## src/rtl/hb_pkg.sv

```systemverilog
// Shared widths and types for the word-to-halfword bridge.
// Assumes a 32-bit host word split into two 16-bit local halves.
package hb_pkg;
    localparam int WORD_W = 32;
    localparam int HALF_W = WORD_W / 2;
    localparam int MASK_W = HALF_W / 8;

    // One local half-cycle worth of write information
    typedef struct packed {
        logic [MASK_W-1:0] mask;
        logic [HALF_W-1:0] data;
    } hb_half_t;
endpackage

```

## src/rtl/hb_lane_plan.sv

```systemverilog
// Maps host byte lanes onto the two local halves and reassembles read halves.
// Assumes local half 0 is issued first; BIG_END picks which lane pair it carries.
module hb_lane_plan
    import hb_pkg::*;
#(
    parameter bit BIG_END = 1'b0
) (
    input  logic [3:0]        be,
    input  logic [WORD_W-1:0] wdata,
    input  logic [HALF_W-1:0] rd0,
    input  logic [HALF_W-1:0] rd1,
    output hb_half_t          h0,
    output hb_half_t          h1,
    output logic [WORD_W-1:0] rword
);
    generate
        if (BIG_END) begin : g_big
            // half 0 carries upper lanes
            assign h0    = {be[3:2], wdata[WORD_W-1:HALF_W]};
            assign h1    = {be[1:0], wdata[HALF_W-1:0]};
            assign rword = {rd0, rd1};
        end else begin : g_little
            // half 0 carries lower lanes
            assign h0    = {be[1:0], wdata[HALF_W-1:0]};
            assign h1    = {be[3:2], wdata[WORD_W-1:HALF_W]};
            assign rword = {rd1, rd0};
        end
    endgenerate
endmodule

```

## src/rtl/hb_post_slot.sv

```systemverilog
// One-entry holding slot for the active access plus its pending-half bits.
// Assumes take only occurs when the slot is idle.
module hb_post_slot
    import hb_pkg::*;
#(
    parameter int ADDR_W = 5
) (
    input  logic              clk,
    input  logic              rst_n,
    input  logic              take,
    input  logic              we,
    input  logic [ADDR_W-1:0] addr,
    input  hb_half_t          h0_in,
    input  hb_half_t          h1_in,
    input  logic              fire,
    input  logic              fire_idx,
    output logic              job_we,
    output logic [ADDR_W-1:0] job_addr,
    output hb_half_t          job_h0,
    output hb_half_t          job_h1,
    output logic [1:0]        pend
);
    // Latch a new access, then retire halves as they are granted
    always_ff @(posedge clk) begin
        if (!rst_n) begin
            pend     <= '0;
            job_we   <= 1'b0;
            job_addr <= '0;
            job_h0   <= '0;
            job_h1   <= '0;
        end else if (take) begin
            job_we   <= we;
            job_addr <= addr;
            job_h0   <= h0_in;
            job_h1   <= h1_in;
            pend     <= we ? {|h1_in.mask, |h0_in.mask} : 2'b11;
        end else if (fire) begin
            pend[fire_idx] <= 1'b0;
        end
    end
endmodule

```

## src/rtl/hb_rd_gather.sv

```systemverilog
// Tracks issued local reads through a fixed-latency pipe and captures each half.
// Assumes mem_rdata is valid exactly RD_LAT cycles after the grant cycle.
module hb_rd_gather
    import hb_pkg::*;
#(
    parameter int RD_LAT = 2
) (
    input  logic              clk,
    input  logic              rst_n,
    input  logic              clr,
    input  logic              issue,
    input  logic              idx,
    input  logic [HALF_W-1:0] mem_rdata,
    output logic [HALF_W-1:0] rd0,
    output logic [HALF_W-1:0] rd1,
    output logic [1:0]        got
);
    logic [RD_LAT-1:0] vpipe;
    logic [RD_LAT-1:0] ipipe;

    // Shift the issued-read markers toward the return point
    always_ff @(posedge clk) begin
        if (!rst_n) begin
            vpipe <= '0;
            ipipe <= '0;
        end else begin
            vpipe[0] <= issue;
            ipipe[0] <= idx;
            for (int i = 1; i < RD_LAT; i++) begin
                vpipe[i] <= vpipe[i-1];
                ipipe[i] <= ipipe[i-1];
            end
        end
    end

    // Capture each returning half into its slot
    always_ff @(posedge clk) begin
        if (!rst_n) begin
            rd0 <= '0;
            rd1 <= '0;
            got <= '0;
        end else if (clr) begin
            got <= '0;
        end else if (vpipe[RD_LAT-1]) begin
            got[ipipe[RD_LAT-1]] <= 1'b1;
            if (ipipe[RD_LAT-1]) rd1 <= mem_rdata;
            else                 rd0 <= mem_rdata;
        end
    end

    // a half never returns twice for one access
    p_one_return_r9: assert property (@(posedge clk) disable iff (!rst_n)
        vpipe[RD_LAT-1] |-> !got[ipipe[RD_LAT-1]])
        else $error("p_one_return_r9");
endmodule

```

## src/rtl/hb_bridge.sv

```systemverilog
// Presents a 16-bit local memory as a 32-bit slave to a host without bus sizing.
// Assumes the host holds host_req and its fields stable until host_ack.
module hb_bridge
    import hb_pkg::*;
#(
    parameter int ADDR_W  = 5,
    parameter int RD_LAT  = 2,
    parameter bit BIG_END = 1'b0,
    parameter bit POSTED  = 1'b1
) (
    input  logic              clk,
    input  logic              rst_n,
    input  logic              host_req,
    input  logic              host_we,
    input  logic [ADDR_W-1:0] host_addr,
    input  logic [3:0]        host_be,
    input  logic [31:0]       host_wdata,
    output logic              host_ack,
    output logic [31:0]       host_rdata,
    output logic              mem_req,
    output logic              mem_we,
    output logic [ADDR_W:0]   mem_addr,
    output logic [1:0]        mem_wmask,
    output logic [15:0]       mem_wdata,
    input  logic              mem_gnt,
    input  logic [15:0]       mem_rdata
);
    localparam int LADDR_W = ADDR_W + 1;

    logic              busy;
    logic              take;
    logic              fire;
    logic              cur;
    hb_half_t          pl_h0, pl_h1, job_h0, job_h1;
    logic              job_we;
    logic [ADDR_W-1:0] job_addr;
    logic [1:0]        pend;
    logic [15:0]       rd0, rd1;
    logic [1:0]        got;

    // Take a request only when idle and not in the acknowledge cycle
    assign take = host_req && !busy && !host_ack;
    assign fire = mem_req && mem_gnt;
    assign cur  = !pend[0];

    hb_lane_plan #(.BIG_END(BIG_END)) u_plan (
        .be(host_be), .wdata(host_wdata), .rd0(rd0), .rd1(rd1),
        .h0(pl_h0), .h1(pl_h1), .rword(host_rdata)
    );

    hb_post_slot #(.ADDR_W(ADDR_W)) u_slot (
        .clk(clk), .rst_n(rst_n), .take(take), .we(host_we), .addr(host_addr),
        .h0_in(pl_h0), .h1_in(pl_h1), .fire(fire), .fire_idx(cur),
        .job_we(job_we), .job_addr(job_addr), .job_h0(job_h0), .job_h1(job_h1),
        .pend(pend)
    );

    hb_rd_gather #(.RD_LAT(RD_LAT)) u_gather (
        .clk(clk), .rst_n(rst_n), .clr(take), .issue(fire && !mem_we),
        .idx(cur), .mem_rdata(mem_rdata), .rd0(rd0), .rd1(rd1), .got(got)
    );

    // Drive the local port from the lowest pending half
    always_comb begin
        mem_req   = busy && (pend != 2'b00);
        mem_we    = job_we;
        mem_addr  = {job_addr, cur};
        mem_wmask = job_we ? (cur ? job_h1.mask : job_h0.mask) : 2'b11;
        mem_wdata = cur ? job_h1.data : job_h0.data;
    end

    // Sequence busy and acknowledge for posted writes, drained writes and reads
    always_ff @(posedge clk) begin
        if (!rst_n) begin
            busy     <= 1'b0;
            host_ack <= 1'b0;
        end else begin
            host_ack <= 1'b0;
            if (take) begin
                busy <= 1'b1;
                if (POSTED && host_we) host_ack <= 1'b1;
            end else if (busy && job_we && pend == 2'b00) begin
                busy <= 1'b0;
                if (!POSTED) host_ack <= 1'b1;
            end else if (busy && !job_we && got == 2'b11) begin
                busy     <= 1'b0;
                host_ack <= 1'b1;
            end
        end
    end

    // acknowledge lasts one cycle
    p_ack_pulse_r10: assert property (@(posedge clk) disable iff (!rst_n)
        host_ack |=> !host_ack)
        else $error("p_ack_pulse_r10");

    // an ungranted request holds steady
    p_hold_nogrant_r8: assert property (@(posedge clk) disable iff (!rst_n)
        (mem_req && !mem_gnt) |=> (mem_req && $stable(mem_addr) && $stable(mem_we)
                                   && $stable(mem_wmask) && $stable(mem_wdata)))
        else $error("p_hold_nogrant_r8");

    // no write cycle goes out with an empty mask
    p_mask_live_r4: assert property (@(posedge clk) disable iff (!rst_n)
        (mem_req && mem_we) |-> (mem_wmask != 2'b00))
        else $error("p_mask_live_r4");

    // a read completes only with both halves gathered
    p_read_full_r2: assert property (@(posedge clk) disable iff (!rst_n)
        (host_ack && !job_we) |-> (got == 2'b11))
        else $error("p_read_full_r2");
endmodule

```

## config.mk

```make
export PLATFORM = sky130hd
export DESIGN_NAME = hb_bridge
export DESIGN_NICKNAME = d
export VERILOG_FILES = /design/src/rtl/hb_pkg.sv /design/src/rtl/hb_lane_plan.sv /design/src/rtl/hb_post_slot.sv /design/src/rtl/hb_rd_gather.sv /design/src/rtl/hb_bridge.sv
export SDC_FILE = /design/constraint.sdc
export NUM_CORES = 1
export LEC_CHECK = 0
export ABC_AREA = 1
export ABC_CLOCK_PERIOD_IN_PS = 1920
export BUFFER_PORTS_ARGS = -buffer_cell sky130_fd_sc_hd__buf_4
export CAP_MARGIN = 15
export CELL_PAD_IN_SITES_DETAIL_PLACEMENT = 0
export CELL_PAD_IN_SITES_GLOBAL_PLACEMENT = 1
export CORE_MARGIN = 2
export CORE_UTILIZATION = 38
export CTS_CLUSTER_SIZE = 20
export DETAILED_ROUTE_END_ITERATION = 16
export PLACE_DENSITY_LB_ADDON = 0.1
export SLEW_MARGIN = 20
export SYNTH_ARGS = -nofsm -noshare
export SYNTH_HDL_FRONTEND = slang
export SYNTH_SLANG_ARGS = --single-unit
```

## constraint.sdc

```tcl
create_clock -name clk -period 1.92 [get_ports clk]
set_input_delay 0.096 -clock clk [delete_from_list [all_inputs] [get_ports clk]]
set_output_delay 0.096 -clock clk [all_outputs]
set_load 0.02 [all_outputs]
```

==> impl_metrics.json, run 1 <==
{
  "final-hold-violation-count": 0,
  "via_per_inst": 4.556,
  "maxCapViolCount": 0,
  "totalWireLength_mm": 8.064,
  "fin_crit_sh_pct": 79.51,
  "fin_setup_tns_ns": 0,
  "finalMaxSlewViolations": 0,
  "yosys_register_bits": 84,
  "relSlewSlack_pct": 76.63,
  "async_flop_share_pct": 0,
  "insertion_delay_ns": 0.34,
  "start_util_pct": 39.17,
  "start_kind": "flop",
  "synth-edff-count": 0,
  "diodes": 0,
  "ys_types": 24,
  "synthCells": 422,
  "hold_path_class": "in2reg",
  "core_um2": 8678,
  "nets": 622,
  "critPathCaptureType": "output port",
  "routed-via-count": 3066,
  "grt_pass1_vias": 2737,
  "path_class": "reg2out",
  "min_delay_path_depth": 3,
  "grt_pass1_wl_mm": 12.92,
  "clk_path_buf_depth": 2,
  "skew_ns": 0.01178,
  "yosysSeqAreaShare_pct": 49.47,
  "drtPass1Iterations": 4,
  "setup_violations": 0,
  "place_congestion": 0.7506,
  "rsz0062_at_grt": "false",
  "clkSinkCount": 84,
  "wl_per_cell_um": 11.98,
  "period_needed_ns": 1.527,
  "synth_area_um2": 3400,
  "antenna_found_initial": 0,
  "worstPathRequired_ns": 1.82,
  "fp.dieH_um": 98.59,
  "dpl.hpwl_mm": 5.468,
  "cts_tree": "yes",
  "avgSynthCellArea_um2": 8.056,
  "clk_pin_slew_worst_paths_ns": 0.08,
  "dieArea_um2": 9719,
  "drive_above_1_share_pct": 33.45,
  "cellLeakagePower_uw": 0.002069,
  "cts_max_level": 3,
  "cts-root-buf": "clkbuf_8",
  "yosysWarnings": 0,
  "portBuffers": 120,
  "status": "finished clean",
  "place_ws_ns": 0.4909,
  "ioPinCount": 121,
  "drt_iter0_markers": 82,
  "drc": 0,
  "hold_ws_ns": 0.01222,
  "fin_ws_ns": 0.3934,
  "tightest_slew_ns": 0.3506,
  "p_per_area_nw_per_um2": 815.3,
  "die_x_um": 98.59,
  "synth_nets": 484,
  "numCtsBuffers": 9,
  "grt_max_degree": 40,
  "synthFlopType": "dfxtp_1",
  "n_fill_cell": 861,
  "reg2regPathDepth": 6,
  "peakVddDrop_mv": 0.3565,
  "num_rows": 34,
  "globalRouteTotalUtil_pct": 16.52,
  "area_growth_pct": 40.71,
  "crit_arrival_ns": 1.43,
  "gr-total-overflow": 0,
  "ant_nets": 0,
  "clock.fmax_mhz": 655.1,
  "worstPathMaxFanout": 39
}
==> Yosys cell counts (2+ instances only) <==
cell / count / area (µm²)
a21oi_1: 26 / 130.1
a21oi_2: 20 / 175.2
buf_12: 3 / 60.06
buf_2: 8 / 40.04
buf_4: 4 / 30.03
buf_6: 4 / 45.04
buf_8: 2 / 30.03
clkbuf_1: 6 / 22.52
dfxtp_1: 84 / 1682
inv_1: 28 / 105.1
inv_4: 2 / 12.51
nand2_1: 59 / 221.5
nand2_2: 20 / 125.1
nand2_4: 2 / 22.52
nand3_1: 4 / 20.02
nor2_1: 76 / 285.3
o21ai_0: 48 / 240.2
o21ai_1: 20 / 100.1
==> cell usage in the layout, fill, tap and decap left out <==
cell           Yosys  final
clkbuf_8           0     10
o21ai_0           48     48
buf_4              4    124
dlygate4sd3_1      0     28
inv_1             28     28
nor3_1             1      1
a21oi_1           26     26
inv_2              1      1
nand3b_4           1      1
nand4_1            1      1
nand2_1           59     59
nor2_1            76     76
nor2_4             1      1
inv_4              2      2
nand2_2           20     20
nand2_4            2      2
nand3_1            4      4
clkinv_4           0      2
bufinv_16          0      2
o22ai_1            1      1
dfxtp_1           84     84
a21oi_2           20     20
buf_12             3      2
clkinv_2           0      2
o21ai_1           20     20
==> critical path: stages (launching register included) <==
cell	delay [ns]
dfxtp_1	0.35
buf_4	0.33
nand2_1	0.09
o21ai_0	0.12
buf_4	0.19
==> path summary, 6_finish.rpt <==
| check | startpoint | to | slack [ns] |
|---|---|---|---|
| max | u_slot.pend[0]$_SDFFE_PN0P_ | mem_wdata[5] | 0.39 |
| min | mem_rdata[4] | u_gather.rd1[4]$_SDFFE_PN0P_ | 0.01 |
| min reg2reg | u_gather.vpipe[0]$_SDFF_PN0_ | u_gather.vpipe[1]$_SDFF_PN0_ | 0.42 |
| max reg2reg | busy$_SDFFE_PN0P_ | u_gather.rd1[7]$_SDFFE_PN0P_ | 0.48 |
==> where the power goes <==
group / switching, µW / total [µW] / internal [µW] / leakage (µW)
registers: 39.6 / 1860 / 1820 / 0.000686
clock network: 627 / 1400 / 768 / 0.000116
logic: 345 / 641 / 296 / 0.00127
==> kinds of logic after synthesis <==
logic type             count (synthesis)  synth area share, %
and+or+nand+nor                      165                21.09
AOI/OAI and AO/OA                    115                19.18
DFF                                   84                49.47
buffers and inverters                 58                10.27
==> routing by layer <==
metal | part of all wire [%] | GRT usage [%]
met1 | 47 | 21.59
met2 | 45 | 26.01
met3 | 6.2 | 4.468
met4 | 1.4 | 6.639
met5 | 0 | 0
==> stage by stage <==
step,util (%),power [µW],std cells,area [µm²]
2_1_floorplan,-,2288,422,3400
3_3_place_gp,49.29,2503,629,4278
3_5_place_dp,49.29,2506,629,4278
4_1_cts,54.43,3944,667,4723
5_1_grt,55.12,4111,673,4783
6_report,55.12,3900,673,4783
==> what timing repair did <==
item,CTS,global route
hold endpoints to repair,23,6
buffers inserted,0,0
resized for setup,0,0
hold buffers,22,6
==> cell type report <==
| class | instances | area (µm²) | share of cell area (%) |
|---|---|---|---|
| timing repair buffer | 154 | 1251 | 26.16 |
| sequential | 84 | 1682 | 35.16 |
| clock buffer | 10 | 137.6 | 2.877 |
| tap | 108 | 135.1 | 2.825 |
| inverter | 31 | 121.4 | 2.537 |
| clock inverter | 6 | 87.58 | 1.831 |
| multi-input combinational | 280 | 1369 | 28.62 |
==> flip-flops by register name (all words and copies together) (netlist names) <==
register and count:
u_slot.pend 2, u_gather.got 2, u_slot.job_addr 5, busy 1, u_gather.vpipe 2, host_ack 1
u_slot.job_h0 18, u_gather.rd0 16, u_slot.job_we 1, u_slot.job_h1 18, u_gather.ipipe 2, u_gather.rd1 16
Note: power is estimated with default switching activity, not from simulation.
==> inputs of run 2 (changes only) <==
--- a/config.mk
+++ b/config.mk
@@ -6,13 +6,13 @@
 export NUM_CORES = 1
 export LEC_CHECK = 0
 export ABC_AREA = 1
-export ABC_CLOCK_PERIOD_IN_PS = 1920
+export ABC_CLOCK_PERIOD_IN_PS = 1400
 export BUFFER_PORTS_ARGS = -buffer_cell sky130_fd_sc_hd__buf_4
 export CAP_MARGIN = 15
 export CELL_PAD_IN_SITES_DETAIL_PLACEMENT = 0
 export CELL_PAD_IN_SITES_GLOBAL_PLACEMENT = 1
 export CORE_MARGIN = 2
-export CORE_UTILIZATION = 38
+export CORE_UTILIZATION = 32
 export CTS_CLUSTER_SIZE = 20
 export DETAILED_ROUTE_END_ITERATION = 16
 export PLACE_DENSITY_LB_ADDON = 0.1
==> constraint.sdc (replaced) <==
create_clock -name clk -period 1.4 [get_ports clk]
set_input_delay 0.07 -clock clk [delete_from_list [all_inputs] [get_ports clk]]
set_output_delay 0.07 -clock clk [all_outputs]
set_load 0.02 [all_outputs]
==> run 2 against run 1 <==
Effect of this change:
- critical path depth unchanged
- non-clock buffer count up 29
- design area up 7.5%
- via count up 4.9%
- clock power up 25%
- sequential power up 38%
- worst hold slack better by 0.0032 ns
- flip-flop and latch count unchanged
- first-iteration DRC count down 4.9%
- cell count up 8.5%
- worst setup slack worse by 0.31 ns
- highest routed layer unchanged
==> impl_metrics.json, run 2 (synthesis results as in run 1) <==
{
  "place_congestion": 0.7738,
  "portBuffers": 120,
  "fp.dieH_um": 107.1,
  "num_rows": 37,
  "start_kind": "flop",
  "worstPathMaxFanout": 20,
  "grt_pass1_vias": 3112,
  "start_util_pct": 32.93,
  "ioPinCount": 121,
  "drtPass1Iterations": 4,
  "peakVddDrop_mv": 0.4307,
  "multi_input_area_um2": 1388,
  "hold_start": "host_wdata[16]",
  "clk_pin_slew_worst_paths_ns": 0.09,
  "fin_setup_tns_ns": 0,
  "relSlewSlack_pct": 79.66,
  "totalWireLength_mm": 8.977,
  "globalRouteTotalUtil_pct": 15.91,
  "routed-via-count": 3215,
  "numCtsBuffers": 9,
  "seq_power_share_pct": 48.1,
  "wl_per_cell_um": 12.30,
  "p_sw_uw": 1448,
  "rsz0062_at_grt": "false",
  "fin_ws_ns": 0.08341,
  "area_growth_pct": 51.27,
  "dieArea_um2": 11460,
  "dp.cells": 659,
  "period_needed_ns": 1.317,
  "nets": 651,
  "hold_ws_ns": 0.01544,
  "antenna_found_initial": 0,
  "worstPathRequired_ns": 1.33,
  "status": "finished clean",
  "final_cell_mix": "buf_4, dfxtp_1, nor2_1",
  "swShare_pct": 27.19,
  "clkSinkCount": 84,
  "top_regs": "u_slot.job_h0: 18 flops, u_slot.job_h1: 18 flops",
  "min_delay_path_depth": 3,
  "clock.fmax_mhz": 759.5,
  "timing.rr.start": "host_ack$_SDFF_PN0_",
  "gr-total-overflow": 0,
  "diodes": 0,
  "cts-root-buf": "clkbuf_8",
  "die_x_um": 107.1,
  "p_comb_share_pct": 19.0,
  "p_per_area_nw_per_um2": 1035,
  "drc": 0,
  "design_area_um2": 5142,
  "cts_tree": "yes",
  "grt_max_degree": 37,
  "postPlaceCellArea_um2": 4353,
  "final-hold-violation-count": 0,
  "crit_arrival_ns": 1.25,
  "clk_path_buf_depth": 2,
  "ant_nets": 0,
  "setup_violations": 0,
  "n_fill_cell": 1055,
  "regArea_um2": 1687,
  "p_int_uw": 3877,
  "min_to": "u_slot.job_h1[0]$_SDFFE_PN0P_",
  "finalMaxSlewViolations": 0,
  "cts_max_level": 3,
  "tightest_slew_ns": 0.3050,
  "insertion_delay_ns": 0.34,
  "drive_above_1_share_pct": 33.50,
  "drt_iter0_markers": 78,
  "place_ws_ns": 0.2080,
  "maxCapViolCount": 0,
  "path_class": "reg2out",
  "via_per_inst": 4.404,
  "hold_path_class": "in2reg",
  "core_um2": 10320,
  "grt_pass1_wl_mm": 14.69,
  "pwr-share-clk_pct": 33.0,
  "cellLeakagePower_uw": 0.002199,
  "critPathCaptureType": "output port",
  "skew_ns": 0.007498,
  "final_cells": 730,
  "final_common_cell": "buf_4",
  "fin_crit_sh_pct": 94.04,
  "dpl.hpwl_mm": 5.898,
  "r2r_end": "u_gather.rd1[0]$_SDFFE_PN0P_",
  "reg2regPathDepth": 5,
  "r2r_setup_slack_ns": 0.20
}
run 2: changes by cell type in the layout (fill, tap and decap cells not counted), sizes merged, moves of 2 or more:
cell,before,now
dlygate4sd3,28,53
buf,126,130
clkinv,4,1
clkinvlp,0,2
run 2: final cells by class:
type	instances	area share [%]
tap	136	3.309
clock buffer	11	2.749
clock inverter	5	1.144
timing repair buffer	183	30.66
inverter	31	2.360
sequential	84	32.80
multi-input combinational	280	26.98
run 2: worst max-delay path by stage:
stage	from	slack (ns)	cells past startpoint	to
after global routing	u_slot.pend[0]$_SDFFE_PN0P_	0.0006	4	mem_wmask[1]
final	u_slot.pend[0]$_SDFFE_PN0P_	0.08	4	mem_wdata[0]
after floorplan	host_ack$_SDFF_PN0_	0.14	5	u_gather.rd1[11]$_SDFFE_PN0P_
after CTS	u_slot.pend[0]$_SDFFE_PN0P_	0.0002	3	mem_wmask[1]
after global placement	u_gather.vpipe[1]$_SDFF_PN0_	0.21	6	u_gather.rd0[2]$_SDFFE_PN0P_
after detailed placement	busy$_SDFFE_PN0P_	0.21	6	u_gather.rd0[9]$_SDFFE_PN0P_
run 2: what timing repair did:
item | CTS | global route
resized for setup | 22 | 5
pin swaps | 0 | 0
hold buffers | 53 | 0
cloned | 1 | 0
buffers inserted | 0 | 1
endpoints found under the hold margin | 68 | 0
endpoints found under the setup margin | 5 | 3
run 2: worst max-delay path: stages (launching register included):
cell	delay, ns
dfxtp_4	0.41
buf_12	0.16
nand2_1	0.06
o21ai_1	0.10
buf_4	0.17
run 2: routing by layer:
| layer | wire length (µm) | vias up | part of all wire, % | global-route usage [%] |
|---|---|---|---|---|
| li1 | - | 1680 | - | - |
| met1 | 4214 | 1426 | 47 | 20.92 |
| met2 | 4043 | 91 | 45 | 25.23 |
| met3 | 519 | 18 | 5.8 | 3.040 |
| met4 | 200 | 0 | 2.2 | 7.143 |
| met5 | 0 | - | 0 | 0 |
run 2: through the flow:
step / utilization (%) / total power (µW)
floorplan: - / 3138
global placement: 42.16 / 3467
detailed placement: 42.16 / 3470
CTS: 49.69 / 5394
global route: 49.81 / 5607
finish: 49.81 / 5325
run 2: power groups by stage:
stage / registers (µW) / clock network (µW) / logic, µW
after floorplan: 2620 / 0 / 513
after global placement: 2610 / 0 / 855
after detailed placement: 2610 / 0 / 857
after CTS: 2560 / 1820 / 1010
after global routing: 2580 / 1920 / 1110
final: 2560 / 1750 / 1010
==> inputs of run 3 (changes only) <==
--- a/config.mk
+++ b/config.mk
@@ -5,14 +5,13 @@
 export SDC_FILE = /design/constraint.sdc
 export NUM_CORES = 1
 export LEC_CHECK = 0
-export ABC_AREA = 1
-export ABC_CLOCK_PERIOD_IN_PS = 1400
+export ABC_CLOCK_PERIOD_IN_PS = 1620
 export BUFFER_PORTS_ARGS = -buffer_cell sky130_fd_sc_hd__buf_4
 export CAP_MARGIN = 15
 export CELL_PAD_IN_SITES_DETAIL_PLACEMENT = 0
 export CELL_PAD_IN_SITES_GLOBAL_PLACEMENT = 1
 export CORE_MARGIN = 2
-export CORE_UTILIZATION = 32
+export CORE_UTILIZATION = 38
 export CTS_CLUSTER_SIZE = 20
 export DETAILED_ROUTE_END_ITERATION = 16
 export PLACE_DENSITY_LB_ADDON = 0.1
==> constraint.sdc (replaced) <==
create_clock -name clk -period 1.62 [get_ports clk]
set_input_delay 0.081 -clock clk [delete_from_list [all_inputs] [get_ports clk]]
set_output_delay 0.081 -clock clk [all_outputs]
set_load 0.02 [all_outputs]
==> run 3 against run 2 <==
Effect of this change:
- clock power is essentially flat
- count of clock-buffer cells in the layout is the same
- flip-flop and latch count is the same
- critical path depth shrank 1
- synthesized cell count shrank 13%
- sequential share of layout area grew 1.4 points
- core utilization grew 10 points
- register-to-register slack lost 0.08 ns
- cell count shrank 13%
- sequential power shrank 14%
- worst setup slack gained 0.0090 ns
- design area shrank 4.1%
==> impl_metrics.json, run 3 <==
{
  "fp.dieH_um": 96.08,
  "period_needed_ns": 1.528,
  "yosysTopAreaCell": "dfxtp_1",
  "drive_above_1_share_pct": 30.87,
  "fin_setup_tns_ns": 0,
  "ant_nets": 0,
  "cts_max_level": 3,
  "critPathCaptureType": "output port",
  "fin_crit_sh_pct": 94.29,
  "wl_per_cell_um": 12.35,
  "skew_ns": 0.006332,
  "synth_area_leaders": "dfxtp_1, nand2_1, mux2i_1",
  "synth-edff-count": 0,
  "start_kind": "flop",
  "diodes": 0,
  "synth_nets": 429,
  "avgSynthCellArea_um2": 8.779,
  "synthFlopType": "dfxtp_1",
  "cts-root-buf": "clkbuf_8",
  "dpl.hpwl_mm": 5.071,
  "drt_iter0_markers": 41,
  "maxCapViolCount": 0,
  "gr-total-overflow": 0,
  "insertion_delay_ns": 0.34,
  "ys_types": 26,
  "start_util_pct": 39.21,
  "place_congestion": 0.7523,
  "final-hold-violation-count": 0,
  "synth_commonest_cells": "nand2_1, dfxtp_1, a21oi_1",
  "numCtsBuffers": 9,
  "portBuffers": 120,
  "status": "finished clean",
  "final_common_cell": "nand2_1",
  "dieArea_um2": 9231,
  "clk_path_buf_depth": 2,
  "hold_path_class": "in2reg",
  "async_flop_share_pct": 0,
  "core_um2": 8217,
  "grt_pass1_vias": 2871,
  "routed-via-count": 2938,
  "yosysMostFrequentCell": "nand2_1",
  "synthCells": 367,
  "setup_violations": 0,
  "die_x_um": 96.08,
  "relSlewSlack_pct": 67.74,
  "final_cell_mix": "nand2_1, buf_4, dfxtp_1",
  "rsz0062_at_grt": "false",
  "ioPinCount": 121,
  "area_growth_pct": 53.01,
  "cellLeakagePower_uw": 0.002221,
  "nets": 586,
  "clkSinkCount": 84,
  "yosysWarnings": 0,
  "worstPathMaxFanout": 18,
  "yosysSeqAreaShare_pct": 52.19,
  "peakVddDrop_mv": 0.4419,
  "drtPass1Iterations": 4,
  "clk_pin_slew_worst_paths_ns": 0.08,
  "via_per_inst": 4.641,
  "grt_pass1_wl_mm": 12.62,
  "place_ws_ns": 0.1367,
  "design_area_um2": 4930,
  "yosys_register_bits": 84,
  "globalRouteTotalUtil_pct": 17.47,
  "finalMaxSlewViolations": 0,
  "cts_tree": "yes",
  "grt_max_degree": 53,
  "hold_ws_ns": 0.02016,
  "clock.fmax_mhz": 654.6,
  "totalWireLength_mm": 7.816,
  "drc": 0,
  "p_per_area_nw_per_um2": 946.2,
  "worstPathRequired_ns": 1.54,
  "antenna_found_initial": 0,
  "yosysTopAreaCellShare_pct": 52.19,
  "crit_arrival_ns": 1.45,
  "tightest_slew_ns": 0.4840,
  "top_regs": "u_slot.job_h0: 18 flops, u_slot.job_h1: 18 flops",
  "postPlaceCellArea_um2": 4257,
  "path_class": "reg2out",
  "fin_ws_ns": 0.09245,
  "synth_area_um2": 3222,
  "num_rows": 33
}
[run 3: cell count changes in the layout (fill, tap and decap cells not counted), moves of 21 or more]
cell and change:
a21oi_2 -21, inv_1 -26, mux2i_1 +34, nand2_1 +78
nor2_1 -70, o21ai_0 -29, o21ai_1 -34
[run 3: report_power, final]
part / leakage, µW / switching [µW] / total, µW / internal (µW)
Clock: 0.000116 / 693 / 1750 / 1060
Combinational: 0.00142 / 341 / 716 / 375
Sequential: 0.000685 / 46.8 / 2200 / 2150
[run 3: stage by stage]
stage,instances,utilization (%),power (µW)
2_1_floorplan,367,-,2582
3_3_place_gp,575,51.80,2876
3_5_place_dp,575,51.80,2886
4_1_cts,633,59.97,4746
5_1_grt,633,60.00,4893
6_report,633,60.00,4664
[run 3: repair_timing]
item | in CTS | in global routing
setup endpoints to repair | 16 | 4
hold buffers | 43 | 0
hold endpoints to repair | 43 | 0
buffers inserted | 0 | 0
resized for setup | 1 | 1
[run 3: worst max-delay path: stages, from the launching register on]
cell     delay (ns)
dfxtp_4        0.41
buf_12         0.17
mux2_2         0.36
buf_4          0.16
[run 3: cells by family (layout without fill, tap and decap cells)]
logic type / Yosys count / count (layout) / synth area share (%)
simple gates: 153 / 153 / 18.91
compound gates: 51 / 51 / 8.505
buf+inv: 29 / 190 / 4.233
mux: 50 / 50 / 16.16
flops: 84 / 84 / 52.19
[run 3: area by class of cell]
type,instances,area [µm²]
fillers,712,3287
flip-flops and latches,84,1685
repair buffers,173,1456
multi-input cells,254,1410
clock buffers,11,141.4
well taps,105,131.4
clock inverters,4,97.59
inverters,2,7.507
[run 3: path summary, 6_finish.rpt]
kind                                start                             to  slack [ns]  cells past startpoint
max           u_slot.pend[0]$_SDFFE_PN0P_                   mem_wdata[5]        0.09                      3
min                         mem_rdata[14]  u_gather.rd0[14]$_SDFFE_PN0P_        0.02                      3
max reg2reg           host_ack$_SDFF_PN0_   u_gather.rd1[0]$_SDFFE_PN0P_        0.12                      4
min reg2reg  u_gather.vpipe[0]$_SDFF_PN0_   u_gather.vpipe[1]$_SDFF_PN0_        0.44                      1
[run 3: per-layer routing]
layer / share of wire, % / global-route usage [%]
met5: 0 / 0
met4: 1.6 / 7.738
met3: 5.7 / 3.837
met2: 49 / 30.44
met1: 44 / 20.46
